$ cat config.mk
export PLATFORM = sky130hd
export DESIGN_NAME = irq_flag_unit
export DESIGN_NICKNAME = d
export VERILOG_FILES = /design/src/rtl/irq_flag_pkg.sv /design/src/rtl/irq_flag_store.sv /design/src/rtl/irq_enable_mask.sv /design/src/rtl/irq_line_router.sv /design/src/rtl/irq_flag_unit.sv
export SDC_FILE = /design/constraint.sdc
export NUM_CORES = 1
export LEC_CHECK = 0
export CAP_MARGIN = 20
export CORE_MARGIN = 8
export CORE_UTILIZATION = 43
export CTS_CLUSTER_DIAMETER = 50
export DETAILED_ROUTE_END_ITERATION = 10
export PLACE_DENSITY_LB_ADDON = 0.15
export RECOVER_POWER = 50
export SLEW_MARGIN = 5
export SYNTH_ARGS = -nofsm -noshare
export SYNTH_HDL_FRONTEND = slang
export SYNTH_SLANG_ARGS = --single-unit
export TNS_END_PERCENT = 50
$ cat constraint.sdc
create_clock -name clk -period 4.5 [get_ports clk]
set_clock_uncertainty 0.2 [all_clocks]
set_input_delay 1.35 -clock clk [delete_from_list [all_inputs] [get_ports clk]]
set_output_delay 1.35 -clock clk [all_outputs]
set_load 0.005 [all_outputs]
$ cat src/rtl/irq_flag_pkg.sv
package irq_flag_pkg;
    typedef enum logic [1:0] {
        SEL_ENA_SET = 2'd0,
        SEL_ENA_CLR = 2'd1,
        SEL_FLAGS   = 2'd2,
        SEL_RSVD    = 2'd3
    } reg_sel_e;
endpackage

$ cat src/rtl/irq_flag_store.sv
module irq_flag_store #(
    parameter int NFLAG = 8
) (
    input  logic             clk,
    input  logic             rst_n,
    input  logic [NFLAG-1:0] evt_i,
    input  logic [NFLAG-1:0] clr_i,
    output logic [NFLAG-1:0] flag_o
);
    logic [NFLAG-1:0] flag_d;

    // A new event beats a simultaneous clear.
    always_comb begin
        flag_d = (flag_o & ~clr_i) | evt_i;
    end

    always_ff @(posedge clk or negedge rst_n) begin
        if (!rst_n) flag_o <= '0;
        else        flag_o <= flag_d;
    end
endmodule

$ cat src/rtl/irq_enable_mask.sv
module irq_enable_mask #(
    parameter int NFLAG = 8
) (
    input  logic             clk,
    input  logic             rst_n,
    input  logic [NFLAG-1:0] set_i,
    input  logic [NFLAG-1:0] clr_i,
    output logic [NFLAG-1:0] en_o
);
    logic [NFLAG-1:0] en_d;

    always_comb begin
        en_d = (en_o | set_i) & ~clr_i;
    end

    always_ff @(posedge clk or negedge rst_n) begin
        if (!rst_n) en_o <= '0;
        else        en_o <= en_d;
    end
endmodule

$ cat src/rtl/irq_line_router.sv
module irq_line_router #(
    parameter int                     NFLAG    = 8,
    parameter int                     NLINE    = 5,
    parameter logic [NLINE*NFLAG-1:0] LINE_MAP = '0
) (
    input  logic [NFLAG-1:0] req_i,
    output logic [NLINE-1:0] line_o
);
    for (genvar k = 0; k < NLINE; k++) begin : g_line
        localparam logic [NFLAG-1:0] SEL = LINE_MAP[k*NFLAG +: NFLAG];
        assign line_o[k] = |(req_i & SEL);
    end
endmodule

$ cat src/rtl/irq_flag_unit.sv
module irq_flag_unit
    import irq_flag_pkg::*;
#(
    parameter int                     NFLAG    = 8,
    parameter int                     NLINE    = 5,
    parameter logic [NLINE*NFLAG-1:0] LINE_MAP = {8'hB0, 8'h08, 8'h04, 8'h02, 8'h01}
) (
    input  logic             clk,
    input  logic             rst_n,
    input  logic [NFLAG-1:0] evt_i,
    input  logic             wr_en,
    input  logic [1:0]       addr,
    input  logic [NFLAG-1:0] wdata,
    output logic [NFLAG-1:0] rdata,
    output logic [NFLAG-1:0] req_o,
    output logic [NLINE-1:0] line_o
);
    reg_sel_e         sel;
    logic [NFLAG-1:0] flag_q;
    logic [NFLAG-1:0] en_q;
    logic [NFLAG-1:0] en_set;
    logic [NFLAG-1:0] en_clr;
    logic [NFLAG-1:0] flag_clr;

    assign sel = reg_sel_e'(addr);

    always_comb begin
        en_set   = '0;
        en_clr   = '0;
        flag_clr = '0;
        if (wr_en) begin
            unique case (sel)
                SEL_ENA_SET: en_set   = wdata;
                SEL_ENA_CLR: en_clr   = wdata;
                SEL_FLAGS:   flag_clr = wdata;
                SEL_RSVD:    ;
            endcase
        end
    end

    always_comb begin
        unique case (sel)
            SEL_ENA_SET,
            SEL_ENA_CLR: rdata = en_q;
            SEL_FLAGS:   rdata = flag_q;
            SEL_RSVD:    rdata = '0;
        endcase
    end

    irq_flag_store #(.NFLAG(NFLAG)) flags_i (
        .clk    (clk),
        .rst_n  (rst_n),
        .evt_i  (evt_i),
        .clr_i  (flag_clr),
        .flag_o (flag_q)
    );

    irq_enable_mask #(.NFLAG(NFLAG)) mask_i (
        .clk   (clk),
        .rst_n (rst_n),
        .set_i (en_set),
        .clr_i (en_clr),
        .en_o  (en_q)
    );

    assign req_o = flag_q & en_q;

    irq_line_router #(.NFLAG(NFLAG), .NLINE(NLINE), .LINE_MAP(LINE_MAP)) route_i (
        .req_i  (req_o),
        .line_o (line_o)
    );
endmodule

==> results of run 1 <==
-- critical path: cells and delay by family --
kind | cells | cell delay (ns)
simple gates | 1 | 0.16
buf+inv | 3 | 1.10
compound gates | 1 | 0.14
-- kinds of logic (layout without fill, tap and decap cells) --
family	Yosys count	count (layout)	share of synthesized area
muxes	8	8	0.08926
and+or+nand+nor	26	26	0.1730
AOI/OAI and AO/OA	17	17	0.1451
DFF	16	16	0.4463
buffers and inverters	27	68	0.1464
-- final cells by class --
class                           instances  area (um^2)
Clock buffer                            4        36.28
Fill cell                             174        604.3
Inverter                               18        71.32
Multi-Input combinational cell         51        365.4
Sequential cell                        16        400.4
Tap cell                               27        33.78
Timing Repair Buffer                   46        450.4
-- routing by layer --
layer / part of all wire / wire length, um / global-route usage
met5: 0 / 0 / 0
met4: 0 / 0 / 0.01948
met3: 0.078 / 187 / 0.04802
met2: 0.54 / 1299 / 0.2614
met1: 0.38 / 910 / 0.1446
-- worst max path at each step --
stage,from,to
floorplan,addr[0],rdata[0]
finish,addr[0],rdata[4]
CTS,addr[1],rdata[4]
detailed placement,addr[1],rdata[4]
global route,addr[0],rdata[2]
global placement,addr[1],rdata[7]
-- metrics by stage --
| stage | instances | power [mW] | area (um^2) |
|---|---|---|---|
| finish | 162 | 0.4124 | 1358 |
| detailed placement | 158 | 0.3257 | 1315 |
| global placement | 158 | 0.3208 | 1315 |
| global route | 162 | 0.4396 | 1358 |
| CTS | 162 | 0.4196 | 1351 |
| floorplan | 94 | 0.2359 | 897.1 |
-- power by group through the flow --
stage               Sequential (mW)  Clock (mW)  Combinational, mW
finish                        0.174      0.0922              0.147
global route                  0.175       0.105              0.159
CTS                           0.174      0.0963              0.150
detailed placement            0.177           0              0.149
global placement              0.175           0              0.146
floorplan                     0.172           0             0.0636
-- flip-flops by register name, summed over array words and instances, names as in the netlist --
register        cells
flags_i.flag_o      8
mask_i.en_o         8
-- placed cells by master, fill, tap and decap left out --
master,synthesis,routed
nand3b_1,8,8
and2_1,8,8
and3b_1,1,1
dfrtp_1,16,16
mux2i_1,8,8
clkbuf_4,0,3
clkdlybuf4s50_1,0,38
dlymetal6s2s_1,0,1
a22o_1,8,8
clkinvlp_4,0,1
buf_4,5,5
nor2_1,8,8
a31oi_1,8,8
nor2b_1,1,1
a222oi_1,1,1
dlygate4sd3_1,0,2
inv_1,18,17
clkbuf_8,0,1
==> qor.yml, run 1 <==
slew_viol_final: 0
numPortBuffers: 41
ir_worst_vdd_v: 0.0002550
power_frac_seq: 0.421
areaGrowthSynthToFinish_pct: 51.32
track_usage: 0.1382
hold_depth: 2
synth.top_cell.area_share: 0.4463
clock_latency_ns: 0.28
final_nets: 157
required_ns: 2.95
p_int_mw: 0.3063
ant_nets: 0
drv_cap: 0
overflow: 0
die_h_um: 61.68
ys_ff_latch: 16
grt_pass1_vias: 831
cts_hold_buf: 0
ff2ff_setup_slack_ns: 3.60
drt_iter0_drc: 23
worstMarginPinSlew_ns: 0.7347
crit_top_cell: "clkdlybuf4s50_1"
yosysMostFrequentCell: "inv_1"
die_x_um: 61.68
syn_avg_cell_area_um2: 9.544
fin_tns_setup_ns: 0
finalHoldViolCount: 0
diodes: 0
synth_cell_type_count: 14
r2r-start: "flags_i.flag_o[5]"
yosysSeqAreaShare: 0.4463
max_stage_delay_ns: 0.50
setup_ws_ns: 0.1921
grt_max_degree: 17
hold_start: "mask_i.en_o[3]"
vias: 814
drcViolationCount: 0
synth-edff-count: 0
coreArea_um2: 1962
clkTransAtPathRegs_ns: 0.09
fin_crit_ns: 4.308
rows: 16
root_buffer: "clkbuf_4"
clockBufferDepth: 2
dieArea_um2: 3804
yosysTopAreaCell: "dfrtp_1"
postCtsSetupBuffers: 0
power.density_nw_per_um2: 303.8
ios: 42
min_path_type: "register to register"
crit_path_top_delay_cell: "clkdlybuf4s50_1"
fin_util: 0.6920
start_kind: "input pin"
worstPathMaxFanout: 6
clock.fmax_mhz: 232.1
synthArstFlopShare: 1.000
setup_viol: 0
post-dp-hpwl_um: 1906
slew_headroom: 0.5086
r2r_end: "flags_i.flag_o[5]"
syn_area_um2: 897.1
gp_congestion: 0.7365
cp.arrival_ns: 2.76
grt_pass1_wl_um: 3919
clockPowerShare: 0.223
syn_nets: 115
dr.pass1.iters: 4
clock_sinks: 16
total_switching_power_mw: 0.1061
cts_tree: "done"
path_class: "input pin to output pin"
start_util: 0.4573
power.leakage_nw: 0.6329
status: "finished clean"
crit_chain: "clkdlybuf4s50_1 -> nor2b_1 -> buf_4 -> a22o_1 -> clkdlybuf4s50_1"
synth_area_leaders: "dfrtp_1 (45%), mux2i_1 (8.9%), a22o_1 (7.8%)"
ys_warn_count: 0
post-place-ws_ns: 0.07058
viasPerCell: 5.025
yosys-top-cells-count: "inv_1 (18), dfrtp_1 (16)"
cts_max_level: 1
power_switching_share: 0.2573
timing.final.crit_share: 0.9573
syn_inst: 94
detail_route.wl_per_cell_um: 14.80
grt_antenna_before_repair: 0
holdPathEnd: "mask_i.en_o[3]"
fin_hold_ws_ns: 0.3529
drt_wl_total_um: 2397
cts_inserted_buffers: 3
rsz0062_at_grt: "no"
drive_gt1_frac: 0.07407
combPwrFrac: 0.356
cts_resized: 0
r2r_cells: 2
worstSetupEndpointType: "output pin"
synth-main-ff-cell: "dfrtp_1"
No activity file was read; power rests on OpenSTA's default activity.
==> run 2, diff against run 1 <==
--- a/config.mk
+++ b/config.mk
@@ -10,7 +10,7 @@
 export CORE_UTILIZATION = 43
 export CTS_CLUSTER_DIAMETER = 50
 export DETAILED_ROUTE_END_ITERATION = 10
-export PLACE_DENSITY_LB_ADDON = 0.15
+export PLACE_DENSITY = 0.83
 export RECOVER_POWER = 50
 export SLEW_MARGIN = 5
 export SYNTH_ARGS = -nofsm -noshare
==> run 2 against run 1 <==
Against the previous run: global-route usage is 0.21 points higher; highest routed layer is now met4; die area stayed put; design area is 1.8% lower.
==> qor.yml, run 2 (synthesis results as in run 1) <==
status: "finished clean"
dr.pass1.iters: 5
post-dp-hpwl_um: 1898
drive_gt1_frac: 0.04511
setup_viol: 0
clkTransAtPathRegs_ns: 0.10
ant_nets: 0
diodes: 0
cts_resized: 0
final_cell_mix: "clkdlybuf4s50_1 (40), inv_1 (18), dfrtp_1 (16)"
worstSetupEndpointType: "output pin"
clock_latency_ns: 0.29
path_class: "input pin to output pin"
fin_crit_ns: 4.356
worstPathMaxFanout: 8
postCtsSetupBuffers: 0
cts_tree: "done"
grt_pass1_wl_um: 3884
n_fill_cell: 178
drv_cap: 0
grt_antenna_before_repair: 0
ios: 42
dp.cells: 156
vias: 800
drcViolationCount: 0
finalHoldViolCount: 0
grt_pass1_vias: 812
cts_inserted_buffers: 3
start_kind: "input pin"
root_buffer: "clkbuf_4"
cts_max_level: 1
dieArea_um2: 3804
areaGrowthSynthToFinish_pct: 48.54
coreArea_um2: 1962
detail_route.wl_per_cell_um: 15.08
layoutNonFillerInstCount: 160
clockBufferDepth: 2
setup_ws_ns: 0.1444
die_h_um: 61.68
slew_viol_final: 0
fin_area_um2: 1333
cts_hold_buf: 0
grt_max_degree: 17
required_ns: 2.95
gp_congestion: 0.8415
top_regs: "flags_i.flag_o: 8 flops, mask_i.en_o: 8 flops"
drt_wl_total_um: 2412
worstMarginPinSlew_ns: 0.7372
min_path_type: "register to register"
drt_iter0_drc: 12
rows: 16
power.density_nw_per_um2: 310.7
grt-busiest-layer: "met2"
viasPerCell: 5.000
start_util: 0.4573
slew_headroom: 0.5069
final_common_cell: "clkdlybuf4s50_1"
met2_usage: 0.2378
clock.fmax_mhz: 229.6
final_nets: 155
place_area_um2: 1300
power.leakage_nw: 0.6151
cp.arrival_ns: 2.81
die_x_um: 61.68
track_usage: 0.1403
fin_tns_setup_ns: 0
overflow: 0
rsz0062_at_grt: "no"
grt_util_met3: 0.02923
timing.final.crit_share: 0.9679
numPortBuffers: 41
clock_sinks: 16
post-place-ws_ns: 0.1572
ir_worst_vdd_v: 0.0002368
met1_usage: 0.1553
fin_hold_ws_ns: 0.3383
==> run 2: cell types whose count changed in the layout (fill, tap and decap cells not counted) <==
cell             delta
clkbuf_1            +1
clkdlybuf4s50_1     +2
dlymetal6s2s_1      -1
buf_4               -3
clkinvlp_4          -1
inv_1               +1
dlygate4sd3_1       -1
==> run 2: final cells by class <==
| cell class | instances | area, um^2 | share of cell area |
|---|---|---|---|
| multi-input cells | 51 | 365.4 | 0.2742 |
| well taps | 27 | 33.78 | 0.02535 |
| repair buffers | 44 | 429.2 | 0.3221 |
| clock buffers | 4 | 36.28 | 0.02723 |
| flip-flops and latches | 16 | 400.4 | 0.3005 |
| inverters | 18 | 67.56 | 0.05070 |
==> run 2: through the flow <==
stage	power [mW]	util
2_1_floorplan	0.2359	-
3_3_place_gp	0.3193	0.6626
3_5_place_dp	0.3240	0.6626
4_1_cts	0.4227	0.6811
5_1_grt	0.4387	0.6792
6_report	0.4140	0.6792
==> run 2: critical path, stage by stage <==
cell             delay (ns)
clkdlybuf4s50_1        0.49
nor2b_1                0.14
buf_4                  0.17
a22o_1                 0.15
clkdlybuf4s50_1        0.50
==> run 2: report_power, final <==
part           total, mW  leakage, nW  internal [mW]  switching (mW)
clock network     0.0962       0.0210         0.0493          0.0469
registers          0.173        0.165          0.160          0.0133
logic              0.145        0.429         0.0957          0.0488
==> run 2: path summary, 6_finish.rpt <==
check,start,endpoint,slack (ns),cells after the start
hold reg to reg,mask_i.en_o[2],mask_i.en_o[2],0.34,2
max in group asynchronous,rst_n,flags_i.flag_o[3],2.28,1
setup / recovery,addr[1],rdata[3],0.14,5
setup reg to reg,flags_i.flag_o[5],flags_i.flag_o[5],3.59,2
min in group asynchronous,rst_n,mask_i.en_o[7],1.35,1
hold / removal,mask_i.en_o[2],mask_i.en_o[2],0.34,2
==> run 2: metal layers <==
layer	vias up	wire length (um)
li1	390	-
met1	377	999
met2	29	1214
met3	4	156
met4	0	42
met5	-	0
==> run 3, diff against run 2 <==
--- a/config.mk
+++ b/config.mk
@@ -7,10 +7,10 @@
 export LEC_CHECK = 0
 export CAP_MARGIN = 20
 export CORE_MARGIN = 8
-export CORE_UTILIZATION = 43
+export CORE_UTILIZATION = 40
 export CTS_CLUSTER_DIAMETER = 50
 export DETAILED_ROUTE_END_ITERATION = 10
-export PLACE_DENSITY = 0.83
+export PLACE_DENSITY = 0.78
 export RECOVER_POWER = 50
 export SLEW_MARGIN = 5
 export SYNTH_ARGS = -nofsm -noshare
==> constraint.sdc (replaced) <==
create_clock -name clk -period 4.3 [get_ports clk]
set_clock_uncertainty 0.2 [all_clocks]
set_input_delay 1.29 -clock clk [delete_from_list [all_inputs] [get_ports clk]]
set_output_delay 1.29 -clock clk [all_outputs]
set_load 0.005 [all_outputs]
==> run 3 against run 2 <==
Against the previous run: clock power rose by 2.9%; via count is 2.0% lower; non-clock buffer count did not move; sequential power increased by 4%; critical endpoint is now rdata[4]; largest power group unchanged.
==> qor.yml, run 3 (synthesis results as in run 1) <==
grt_pass1_vias: 839
ios: 42
grt_max_degree: 17
grt_util_met3: 0.05477
drt_iter0_drc: 21
cts_max_level: 1
final_cell_mix: "clkdlybuf4s50_1 (39), inv_1 (18), dfrtp_1 (16)"
path_class: "input pin to output pin"
max_stage_delay_ns: 0.51
track_usage: 0.1176
crit_cells: 5
worstPathMaxFanout: 8
grt-busiest-layer: "met2"
cp.arrival_ns: 2.74
setup_viol: 0
root_buffer: "clkbuf_4"
viasPerCell: 4.870
status: "finished clean"
final_nets: 155
post-dp-hpwl_um: 1789
die_h_um: 63.36
drt_wl_total_um: 2337
post-place-ws_ns: 0.06670
grt_antenna_before_repair: 0
met1_usage: 0.1322
grt_pass1_wl_um: 3912
diodes: 0
fin_hold_ws_ns: 0.3395
die_x_um: 63.36
drv_cap: 0
clock.fmax_mhz: 236.3
power.density_nw_per_um2: 320.6
finalHoldViolCount: 0
min_path_type: "register to register"
crit_chain: "clkdlybuf4s50_1 -> nor2b_4 -> buf_6 -> a22o_1 -> clkdlybuf4s50_1"
ir_worst_vdd_v: 0.0002122
post-layout-total-power_mw: 0.4324
dr.pass1.iters: 4
cts_hold_buf: 0
detail_route.wl_per_cell_um: 14.52
clock_latency_ns: 0.29
cts_inserted_buffers: 3
dieArea_um2: 4014
cts_tree: "done"
final_common_cell: "clkdlybuf4s50_1"
r2r_cells: 2
power.leakage_nw: 0.6251
rsz0062_at_grt: "no"
worstSetupEndpointType: "output pin"
critical-path-top-delay-family: "buffers and inverters"
ant_nets: 0
drive_gt1_frac: 0.06015
slew_headroom: 0.5152
postCtsSetupBuffers: 0
start_util: 0.4135
clkTransAtPathRegs_ns: 0.09
met2_usage: 0.2015
required_ns: 2.81
worstMarginPinSlew_ns: 0.7248
areaGrowthSynthToFinish_pct: 50.35
crit_top_cell: "clkdlybuf4s50_1"
clock_sinks: 16
critPathBufInv: 3
coreArea_um2: 2170
vias: 784
crit_path_top_delay_cell: "clkdlybuf4s50_1"
top_regs: "flags_i.flag_o: 8 flops, mask_i.en_o: 8 flops"
overflow: 0
fin_tns_setup_ns: 0
rows: 17
hold_depth: 2
start_kind: "input pin"
fin_crit_ns: 4.232
gp_congestion: 0.7943
timing.final.crit_share: 0.9843
drcViolationCount: 0
numPortBuffers: 41
slew_viol_final: 0
setup_ws_ns: 0.06753
clockBufferDepth: 2
-- run 3: cell type report --
type / instances / area, um^2
clock buffer: 4 / 36.28
fill: 206 / 820.8
inverter: 18 / 67.56
multi-input combinational: 51 / 372.9
sequential: 16 / 400.4
tap: 28 / 35.03
timing repair buffer: 44 / 436.7
-- run 3: through the flow --
step | util | cell area (um^2) | instances
4_1_cts | 0.6165 | 1338 | 161
3_5_place_dp | 0.5998 | 1301 | 157
2_1_floorplan | - | 897.1 | 94
5_1_grt | 0.6217 | 1349 | 161
6_report | 0.6217 | 1349 | 161
3_3_place_gp | 0.5998 | 1301 | 157
-- run 3: worst reg2reg max path, stage by stage, from the launching register on --
cell	delay [ns]
dfrtp_1	0.42
nor2_1	0.11
a31oi_1	0.04
-- run 3: worst paths after layout --
check | startpoint | to | slack (ns)
worst max-delay path | addr[1] | rdata[4] | 0.07
worst min-delay path | mask_i.en_o[0] | mask_i.en_o[0] | 0.34
worst max register to register | flags_i.flag_o[4] | flags_i.flag_o[4] | 3.41
worst min register to register | mask_i.en_o[0] | mask_i.en_o[0] | 0.34
max in group asynchronous | rst_n | flags_i.flag_o[1] | 2.15
min in group asynchronous | rst_n | flags_i.flag_o[7] | 1.29
-- run 3: what timing repair did --
| action | in CTS | in global routing |
|---|---|---|
| endpoints found under the setup margin | 0 | 7 |
| resized for setup | 0 | 3 |
| hold endpoints to repair | 0 | 0 |
-- run 3: layer usage --
metal  up-vias  wire length (um)
met3         0               191
met1       370               967
met5         -                 0
li1        388                 -
met4         0                 0
met2        26              1178
-- run 3: power breakdown --
group / switching, mW / internal [mW]
clock: 0.0474 / 0.0516
sequential: 0.0130 / 0.167
combinational: 0.0518 / 0.101
